$ cat config.mk
export PLATFORM = sky130hd
export DESIGN_NAME = dac_word_latch
export DESIGN_NICKNAME = d
export VERILOG_FILES = /design/src/rtl/dlw_pkg.sv /design/src/rtl/dlw_pipe.sv /design/src/rtl/dlw_latch_group.sv /design/src/rtl/dlw_edge_mon.sv /design/src/rtl/dac_word_latch.sv
export SDC_FILE = /design/constraint.sdc
export NUM_CORES = 1
export LEC_CHECK = 0
export ABC_CLOCK_PERIOD_IN_PS = 2000
export BUFFER_PORTS_ARGS = -buffer_cell sky130_fd_sc_hd__buf_4
export CAP_MARGIN = 20
export CORE_ASPECT_RATIO = 0.8
export CORE_MARGIN = 1.5
export CORE_UTILIZATION = 55
export CTS_CLUSTER_SIZE = 10
export DETAILED_ROUTE_END_ITERATION = 7
export PLACE_DENSITY_LB_ADDON = 0.1
export RECOVER_POWER = 50
export SLEW_MARGIN = 20
export SYNTH_ARGS = -nofsm -noshare
export SYNTH_HDL_FRONTEND = slang
export SYNTH_HIERARCHICAL = 1
export SYNTH_SLANG_ARGS = --single-unit
$ cat constraint.sdc
create_clock -name clk -period 2 [get_ports clk]
set_input_delay 0.3 -clock clk [delete_from_list [all_inputs] [get_ports clk]]
set_output_delay 0.3 -clock clk [all_outputs]
set_load 0.05 [all_outputs]
$ cat src/rtl/dlw_pkg.sv
package dlw_pkg;

    typedef enum logic [1:0] {
        MON_IDLE = 2'd0,
        MON_OPEN = 2'd1,
        MON_HOLD = 2'd2
    } mon_state_t;

    // Whole clock cycles needed to cover a span, rounded up.
    function automatic int ps_to_cycles(input int span_ps, input int clk_ps);
        return (span_ps + clk_ps - 1) / clk_ps;
    endfunction

endpackage

$ cat src/rtl/dlw_pipe.sv
module dlw_pipe #(
    parameter int W = 1,
    parameter int STAGES = 2,
    parameter logic [W-1:0] RST_VAL = '0
) (
    input  logic         clk,
    input  logic         rst_n,
    input  logic [W-1:0] d,
    output logic [W-1:0] q
);
    logic [W-1:0] stg [STAGES];

    always_ff @(posedge clk or negedge rst_n) begin
        if (!rst_n) begin
            for (int i = 0; i < STAGES; i++) stg[i] <= RST_VAL;
        end else begin
            stg[0] <= d;
            for (int i = 1; i < STAGES; i++) stg[i] <= stg[i-1];
        end
    end

    assign q = stg[STAGES-1];
endmodule

$ cat src/rtl/dlw_latch_group.sv
module dlw_latch_group #(
    parameter int W = 8
) (
    input  logic         clk,
    input  logic         rst_n,
    input  logic         open_n,
    input  logic [W-1:0] d,
    output logic [W-1:0] q
);
    // Follows d on every cycle the strobe is sampled low; holds otherwise.
    always_ff @(posedge clk or negedge rst_n) begin
        if (!rst_n)       q <= '0;
        else if (!open_n) q <= d;
    end
endmodule

$ cat src/rtl/dlw_edge_mon.sv
module dlw_edge_mon
    import dlw_pkg::*;
#(
    parameter int SETUP_CYC = 5,
    parameter int HOLD_CYC  = 3,
    parameter int PW_CYC    = 8
) (
    input  logic clk,
    input  logic rst_n,
    input  logic en_n,
    input  logic data_chg,
    output logic viol
);
    localparam int SW = $clog2(SETUP_CYC + 2);
    localparam int HW = $clog2(HOLD_CYC + 2);
    localparam int LW = $clog2(PW_CYC + 2);
    localparam logic [SW-1:0] S_MAX = '1;
    localparam logic [LW-1:0] L_MAX = '1;

    mon_state_t    st, nxt;
    logic [SW-1:0] stab_cnt;
    logic [HW-1:0] hold_cnt;
    logic [LW-1:0] low_cnt;

    always_comb begin
        nxt  = st;
        viol = 1'b0;
        unique case (st)
            MON_IDLE: if (!en_n) nxt = MON_OPEN;
            MON_OPEN: if (en_n) begin
                nxt  = MON_HOLD;
                viol = (int'(low_cnt) < PW_CYC) || (int'(stab_cnt) < SETUP_CYC);
            end
            MON_HOLD: begin
                viol = data_chg;
                if (!en_n)                               nxt = MON_OPEN;
                else if (int'(hold_cnt) + 1 >= HOLD_CYC) nxt = MON_IDLE;
            end
            default: nxt = MON_IDLE;
        endcase
    end

    always_ff @(posedge clk or negedge rst_n) begin
        if (!rst_n) begin
            st       <= MON_IDLE;
            stab_cnt <= '0;
            hold_cnt <= '0;
            low_cnt  <= '0;
        end else begin
            st <= nxt;
            if (data_chg)             stab_cnt <= '0;
            else if (stab_cnt != S_MAX) stab_cnt <= stab_cnt + 1'b1;
            if (st != MON_OPEN)         low_cnt <= LW'(1);
            else if (low_cnt != L_MAX)  low_cnt <= low_cnt + 1'b1;
            if (st != MON_HOLD)         hold_cnt <= '0;
            else                        hold_cnt <= hold_cnt + 1'b1;
        end
    end
endmodule

$ cat src/rtl/dac_word_latch.sv
module dac_word_latch
    import dlw_pkg::*;
#(
    parameter int BUS_W         = 8,
    parameter int HI_W          = 2,
    parameter int CLK_PERIOD_PS = 20000,
    parameter int SETUP_PS      = 100000,
    parameter int HOLD_PS       = 50000,
    parameter int PULSE_PS      = 150000
) (
    input  logic                         clk,
    input  logic                         rst_n,
    input  logic [BUS_W-1:0]             bus_d,
    input  logic                         hi_open_n,
    input  logic                         lo_open_n,
    input  logic                         pre_n,
    input  logic                         load_n,
    input  logic                         bipolar,
    input  logic                         err_clr,
    output logic [BUS_W+HI_W-1:0]        code_q,
    output logic signed [BUS_W+HI_W:0]   view_q,
    output logic                         timing_err
);
    localparam int CODE_W    = BUS_W + HI_W;
    localparam int VIEW_W    = CODE_W + 1;
    localparam int SETUP_CYC = ps_to_cycles(SETUP_PS, CLK_PERIOD_PS);
    localparam int HOLD_CYC  = ps_to_cycles(HOLD_PS, CLK_PERIOD_PS);
    localparam int PW_CYC    = ps_to_cycles(PULSE_PS, CLK_PERIOD_PS);
    localparam int N_MON     = 3;
    localparam logic [VIEW_W-1:0] OFFSET = VIEW_W'(1) << (CODE_W - 1);

    logic [3:0]       en_s;
    logic [BUS_W-1:0] bus_s, bus_prev;
    logic             hi_eff_n, lo_eff_n, load_act;
    logic [HI_W-1:0]  pre_q, hi_d, hi_q;
    logic [BUS_W-1:0] lo_q;
    logic [N_MON-1:0] mon_en_n, mon_viol;
    logic             bus_chg;

    // Strobe synchronizer and an equal-depth delay for the bus.
    dlw_pipe #(.W(4), .STAGES(2), .RST_VAL(4'hF)) u_en_sync (
        .clk(clk), .rst_n(rst_n),
        .d({pre_n, load_n, hi_open_n, lo_open_n}), .q(en_s)
    );
    dlw_pipe #(.W(BUS_W), .STAGES(2), .RST_VAL('0)) u_bus_dly (
        .clk(clk), .rst_n(rst_n), .d(bus_d), .q(bus_s)
    );

    always_ff @(posedge clk or negedge rst_n) begin
        if (!rst_n) bus_prev <= '0;
        else        bus_prev <= bus_s;
    end

    assign load_act = !en_s[2];
    assign hi_eff_n = en_s[1] & en_s[2];
    assign lo_eff_n = en_s[0] & en_s[2];
    assign hi_d     = load_act ? pre_q : bus_s[BUS_W-1 -: HI_W];
    assign bus_chg  = (bus_s != bus_prev);

    dlw_latch_group #(.W(HI_W)) u_pre (
        .clk(clk), .rst_n(rst_n), .open_n(en_s[3]),
        .d(bus_s[BUS_W-1 -: HI_W]), .q(pre_q)
    );
    dlw_latch_group #(.W(HI_W)) u_hi (
        .clk(clk), .rst_n(rst_n), .open_n(hi_eff_n), .d(hi_d), .q(hi_q)
    );
    dlw_latch_group #(.W(BUS_W)) u_lo (
        .clk(clk), .rst_n(rst_n), .open_n(lo_eff_n), .d(bus_s), .q(lo_q)
    );

    assign code_q = {hi_q, lo_q};

    always_comb begin
        if (bipolar) view_q = {1'b0, code_q} - OFFSET;
        else         view_q = {1'b0, code_q};
    end

    assign mon_en_n = {en_s[3], hi_eff_n, lo_eff_n};

    for (genvar g = 0; g < N_MON; g++) begin : g_mon
        dlw_edge_mon #(
            .SETUP_CYC(SETUP_CYC), .HOLD_CYC(HOLD_CYC), .PW_CYC(PW_CYC)
        ) u_mon (
            .clk(clk), .rst_n(rst_n), .en_n(mon_en_n[g]),
            .data_chg(bus_chg), .viol(mon_viol[g])
        );
    end

    always_ff @(posedge clk or negedge rst_n) begin
        if (!rst_n)         timing_err <= 1'b0;
        else if (|mon_viol) timing_err <= 1'b1;
        else if (err_clr)   timing_err <= 1'b0;
    end
endmodule

# Word level (Yosys, flattened, before mapping)
# Cells that the tools add are included.
totals:
  register_bits: 81
  latch_bits: 0
  mem_bits_rw: 0
  romBits: 0
  inputBits: 16
  out_inout_bits: 22
  elab_cells: 130
  n_memories: 0
classes:
  n_addsub: 13
  n_mul: 0
  n_div: 0
  magnitude_cmp: 9
  eq_ne: 28
  shift: 0
  mux: 40
  bitwise: 2
  n_reduce_logical: 17
op_table:
  columns: ["op", "count"]
  rows:
  - ["greater-or-equal comparator 32 x 3 -> 1 bit, second input constant", 3]
  - ["two-way mux 3 bit", 9]
  - ["two-way mux 2 bit", 13]
  - ["two-way mux 4 bit", 6]
  - ["adder 3 x 1 -> 3 bit, second input constant", 6]
  - ["one-hot mux 2 bit (3 select lines)", 3]
  - ["!= test 3 bit, second input constant", 5]
  - ["!= test 2 bit, second input constant", 7]
  - ["nonzero test 2 bit", 7]
  - ["adder 3 x 1 -> 4 bit, second input constant", 3]
  - ["adder 4 x 1 -> 4 bit, second input constant", 3]
  - ["< comparator 4 bit, second input constant", 3]
  - ["!= test 4 bit, second input constant", 3]
  - ["two-way mux 11 bit", 1]
  - ["subtractor 10 x 10 -> 11 bit, second input constant", 1]
  - ["!= test 2 x 1 -> 1 bit, second input constant", 5]
  - ["< comparator 3 bit, second input constant", 3]
  - ["AND reduction 3 bit", 3]
  - ["!= test 8 bit", 1]
  - ["equality test 2 x 1 -> 1 bit, second input constant", 3]
  - ["equality test 2 bit, second input constant", 3]
  - ["logical NOT 2 bit", 3]
  - ["one-hot mux 1 bit (2 select lines)", 3]
  - ["two-way mux 1 bit", 5]
  - ["other kinds (4)", 7]

# Longest topological paths before layout
depth:
  depth_word: 6
  ltp_mapped: 8

# Cells and area by module
# Netlist, hierarchy kept.
by_module_without_submodules:
  columns: ["module", "n_inst", "cells_each", "area_each_um2", "seq_area_each_um2"]
  rows:
  - ["dlw_edge_mon", 3, 62, 683.2, 300.3]
  - ["dlw_pipe at u_bus_dly", 1, 24, 460.4, 400.4]
  - ["dac_word_latch", 1, 39, 447.9, 225.2]
  - ["dlw_latch_group at u_lo", 1, 17, 331.6, 200.2]
  - ["dlw_pipe at u_en_sync", 1, 12, 240.2, 210.2]
  - ["dlw_latch_group at u_hi ...", 2, 4, 72.6, 50.0]

# Worst setup path after synthesis
# OpenSTA, ideal clock, no wires.
synth_timing:
  kind: "register to register"
  start: "reg u_bus_dly.stg, in the netlist u_bus_dly/q[5]"
  end: "reg timing_err"
  setup_ps: 130
  arrival_time_ps: 1562
  slack_ps: 308
  path_stages_with_launch: 9
  period_less_slack_ps: 1692
  cell_sequence: "dfrtp_1 > buf_4 > xor2_1 > nor4_1 > nand2_1 > a32oi_1 > nor2b_1 > nor3_1 > o21ai_0"
synth_between:
  elab_chain_len: 4
synth_lines:
  columns: ["element", "line", "text"]
  rows:
  - ["start: declaration", "dlw_pipe.sv:11", "logic [W-1:0] stg [STAGES];"]
  - ["!= test 8 bit (*)", "dac_word_latch.sv:58", "assign bus_chg = (bus_s != bus_prev);"]
  - ["via bus_chg", "dac_word_latch.sv:38", "logic bus_chg;"]
  - ["one-hot mux 1 bit (2 select lines) (*)", "dlw_edge_mon.sv:28", "unique case (st)"]
  - ["via mon_viol[1]", "dac_word_latch.sv:37", "logic [N_MON-1:0] mon_en_n, mon_viol;"]
  - ["OR reduction 3 bit (*)", "dac_word_latch.sv:91", "else if (|mon_viol) timing_err <= 1'b1;"]
  - ["two-way mux 1 bit / nonzero test 2 bit (equally long branches)", null, null]
  - ["end signal: assignment", "dac_word_latch.sv:90", "if (!rst_n) timing_err <= 1'b0;"]
  - ["end signal: assignment", "dac_word_latch.sv:91", null]
  - ["end signal: assignment", "dac_word_latch.sv:92", "else if (err_clr) timing_err <= 1'b0;"]
  - ["end: declaration", "dac_word_latch.sv:22", "output logic timing_err"]
# Mark *: on every way through the listed nets, which the timed path passes. The rest lies on a longest branch.
# A chain may end at the register's enable or synchronous reset.

# Worst setup path after layout
layout_timing:
  start: "reg u_bus_dly.stg, in the netlist u_bus_dly/q[1]"
  end: "reg timing_err"
# Same word-level chain as after synthesis.

==> impl_metrics.csv <==
group,metric,value,unit
timing,setup_viol_count_final,0,
finish,fillers,501,
clock_tree,cts_num_sinks,81,
global_routing,grt_pass1_wl,9.735,mm
finish,finalNetCount,362,
job,cap_violations,0,
timing,fmax,555.8,MHz
synthesis,synth_flop_cell,"dfrtp_1",
clock_tree,cts_buffers,9,
power,vdd_drop_max,553.6,uV
global_routing,overflow,0,
timing,tightest_slew,0.6120,ns
route,via_per_inst,4.985,
global_routing,grt_antenna_before_repair,0,
setup_path,crit_path_top_delay_cell,"dfrtp_1",
timing,fin_crit_sh,0.8995,
setup_path,cp_slowest_stage_delay,0.41,ns
synthesis,synthesis.area,3675,um^2
route,wl_per_cell,14.04,um
synthesis,ys_ff_latch,81,
route,drtIter0Drc,72,
timing,rsz0062_at_grt,"no",
placement,place_congestion,0.7740,
synthesis,yosysTopAreaCellShare,0.4971,
finish,drive_gt1_frac,0.2663,
timing,finClkSkew,0.01192,ns
synthesis,synth.avg_cell_area,12.85,um^2
setup_path,cp_cell_sequence,"xor2_1 -> nor4_1 -> nand2_1 -> a32oi_1 -> nor2b_1 -> nor3_1 -> o21ai_0",
clock_tree,cts_tree,"done",
setup_path,cp_top_family,"simple AND/OR/NAND/NOR gates",
global_routing,grt_usage,0.1793,
synthesis,synth_edf_count,0,
synthesis,async_flop_share,1.000,
die,coreArea,6409,um^2
power,power_per_cell_area,1084,nW/um^2
placement,placed_cell_area,3939,um^2
outcome,outcome,"finished, final reports clean",
clock_tree,clk_latency,0.35,ns
die,initial_utilization,0.5734,
route,num_vias,2029,
synthesis,postSynthCellCount,286,
clock_tree,clkTransAtPathRegs,0.09,ns
route,antenna_left,0,
timing,period_needed,1.799,ns
route,drtPass1Iterations,4,
global_routing,grt_pass1_vias,2000,
synthesis,synth_common_cells,"dfrtp_1 (73), ha_1 (28), buf_4 (21)",
die,die_w,94.39,um
timing,maxSlewHeadroom,0.5920,
synthesis,yosysMostFrequentCell,"dfrtp_1",
timing,finalSetupTns,0,ns
finish,antenna_cells,0,
synthesis,synthesis.nets,330,
setup_path,end_kind,"flip-flop",
synthesis,seq_area_frac_synth,0.5543,
finish,syn2layout_area_growth,12.26,%
setup_path,cp.arrival,2.02,ns
placement,io_buffer_count,37,
route,drc,0,
min_path,min_path_type,"input port to flip-flop",
power,p_leak,1.957,nW
synthesis,yosys.area.top_type,"dfrtp_1",
route,routed_wl,5.714,mm
synthesis,synth_cell_types,29,
finish,regArea,2037,um^2
die,die_area,7184,um^2
clock_tree,cts_root_buf,"clkbuf_8",
setup_path,cp-start-kind,"flip-flop",
global_routing,grt_max_degree,40,
clock_tree,post_cts_resized,0,
clock_tree,h-tree-depth,3,
setup_path,worstSetupPathType,"flip-flop to flip-flop",
clock_tree,clockBufferDepth,2,
synthesis,ys_warn_count,6,
synthesis,synthTopCellsByArea,"dfrtp_1 (50%), ha_1 (9.5%), dfstp_2 (5.7%)",
die,rows,26,
setup_path,crit_required,2.22,ns
placement,hpwl,3.992,mm
setup_path,cp.buffers_inverters,0,
die,die_h,76.11,um
die,pin_count,38,
finish,multi_input_area,1401,um^2
setup_path,critPathMaxFanout,9,
finish,finalInstanceArea,4125,um^2
timing,slew_viol_final,0,
timing,finalHoldViolCount,0,
[registers in the layout, indices dropped and copies added (netlist names)]
signal	cells
bus_prev	8
g_mon.u_mon/hold_cnt	9
g_mon.u_mon/low_cnt	12
g_mon.u_mon/st	6
g_mon.u_mon/stab_cnt	9
timing_err	1
u_bus_dly/q	8
u_bus_dly/stg	8
u_en_sync/q	4
u_en_sync/stg	4
u_hi/q	2
u_lo/q	8
u_pre/q	2
[power breakdown]
group | total [W] | leakage, nW | internal (W) | switching, W
Sequential | 0.00204 | 0.998 | 0.00185 | 0.000189
Clock | 0.00117 | 0.0945 | 0.000589 | 0.000584
Combinational | 0.00126 | 0.864 | 0.000527 | 0.000730
Total | 0.00447 | 1.96 | 0.00297 | 0.00150
[cell usage in the layout, fill, tap and decap left out, types with 4 or more instances in the layout]
cell type / instances
nor3_1: 7
nor2_1: 15
nand3_1: 9
and2_1: 8
nand2_1: 13
mux2_4: 8
mux2_2: 6
mux2i_1: 9
dfstp_2: 8
nor2b_1: 9
dfrtp_1: 73
xor2_1: 14
buf_4: 27
ha_1: 28
clkbuf_8: 9
o21ai_0: 4
inv_1: 18
clkbuf_4: 13
[metal layers]
metal,wire length [um],vias to the layer above,GRT usage,share of wire
li1,-,1016,-,-
met1,2806,976,0.2443,0.49
met2,2646,29,0.2662,0.46
met3,191,8,0.05788,0.033
met4,69,0,0.07015,0.012
met5,0,-,0,0
[worst paths after layout]
kind                                  startpoint  slack, ns  depth (start not counted)                          to
worst max-delay path              u_bus_dly/q[1]       0.20                          7                  timing_err
worst min-delay path                       pre_n       0.06                          1            u_en_sync/stg[7]
worst max register to register    u_bus_dly/q[1]       0.20                          7                  timing_err
worst min register to register  u_bus_dly/stg[9]       0.35                          0              u_bus_dly/q[1]
max in group asynchronous                  rst_n       0.47                          3            u_en_sync/stg[6]
min in group asynchronous                  rst_n       0.49                          2  g_mon[0].u_mon/hold_cnt[2]
[area by class of cell]
type	instances	area share
tap	84	0.02548
inverter	18	0.01638
clock inverter	5	0.01547
sequential	81	0.4938
multi-input combinational	165	0.3397
clock buffer	11	0.03185
timing repair buffer	43	0.07734
[logic make-up after synthesis]
family | after synthesis | synth area share
AOI/OAI and AO/OA | 28 | 0.06776
xor gates and xnor gates | 17 | 0.04052
adders and majority gates | 28 | 0.09534
buffers and inverters | 40 | 0.06435
DFF | 81 | 0.5543
muxes | 23 | 0.07559
and+or+nand+nor | 69 | 0.1021
[stage by stage]
step	total power [W]	setup slack (ns)	std cells	hold slack [ns]	utilization
finish	0.004470	0.2009	407	0.06062	0.6437
global route	0.004763	0.008205	407	0.02967	0.6437
CTS	0.004535	0.1760	407	0.03295	0.6466
detailed placement	0.003336	0.1946	390	0.2255	0.6146
global placement	0.003311	0.2076	390	0.2210	0.6146
floorplan	0.003016	0.3079	286	0.004409	-
[repair_timing]
item,CTS,global route
endpoints found under the hold margin,23,0
hold buffers,1,0
setup buffers,0,0
Note: power is estimated with default switching activity, not from simulation.
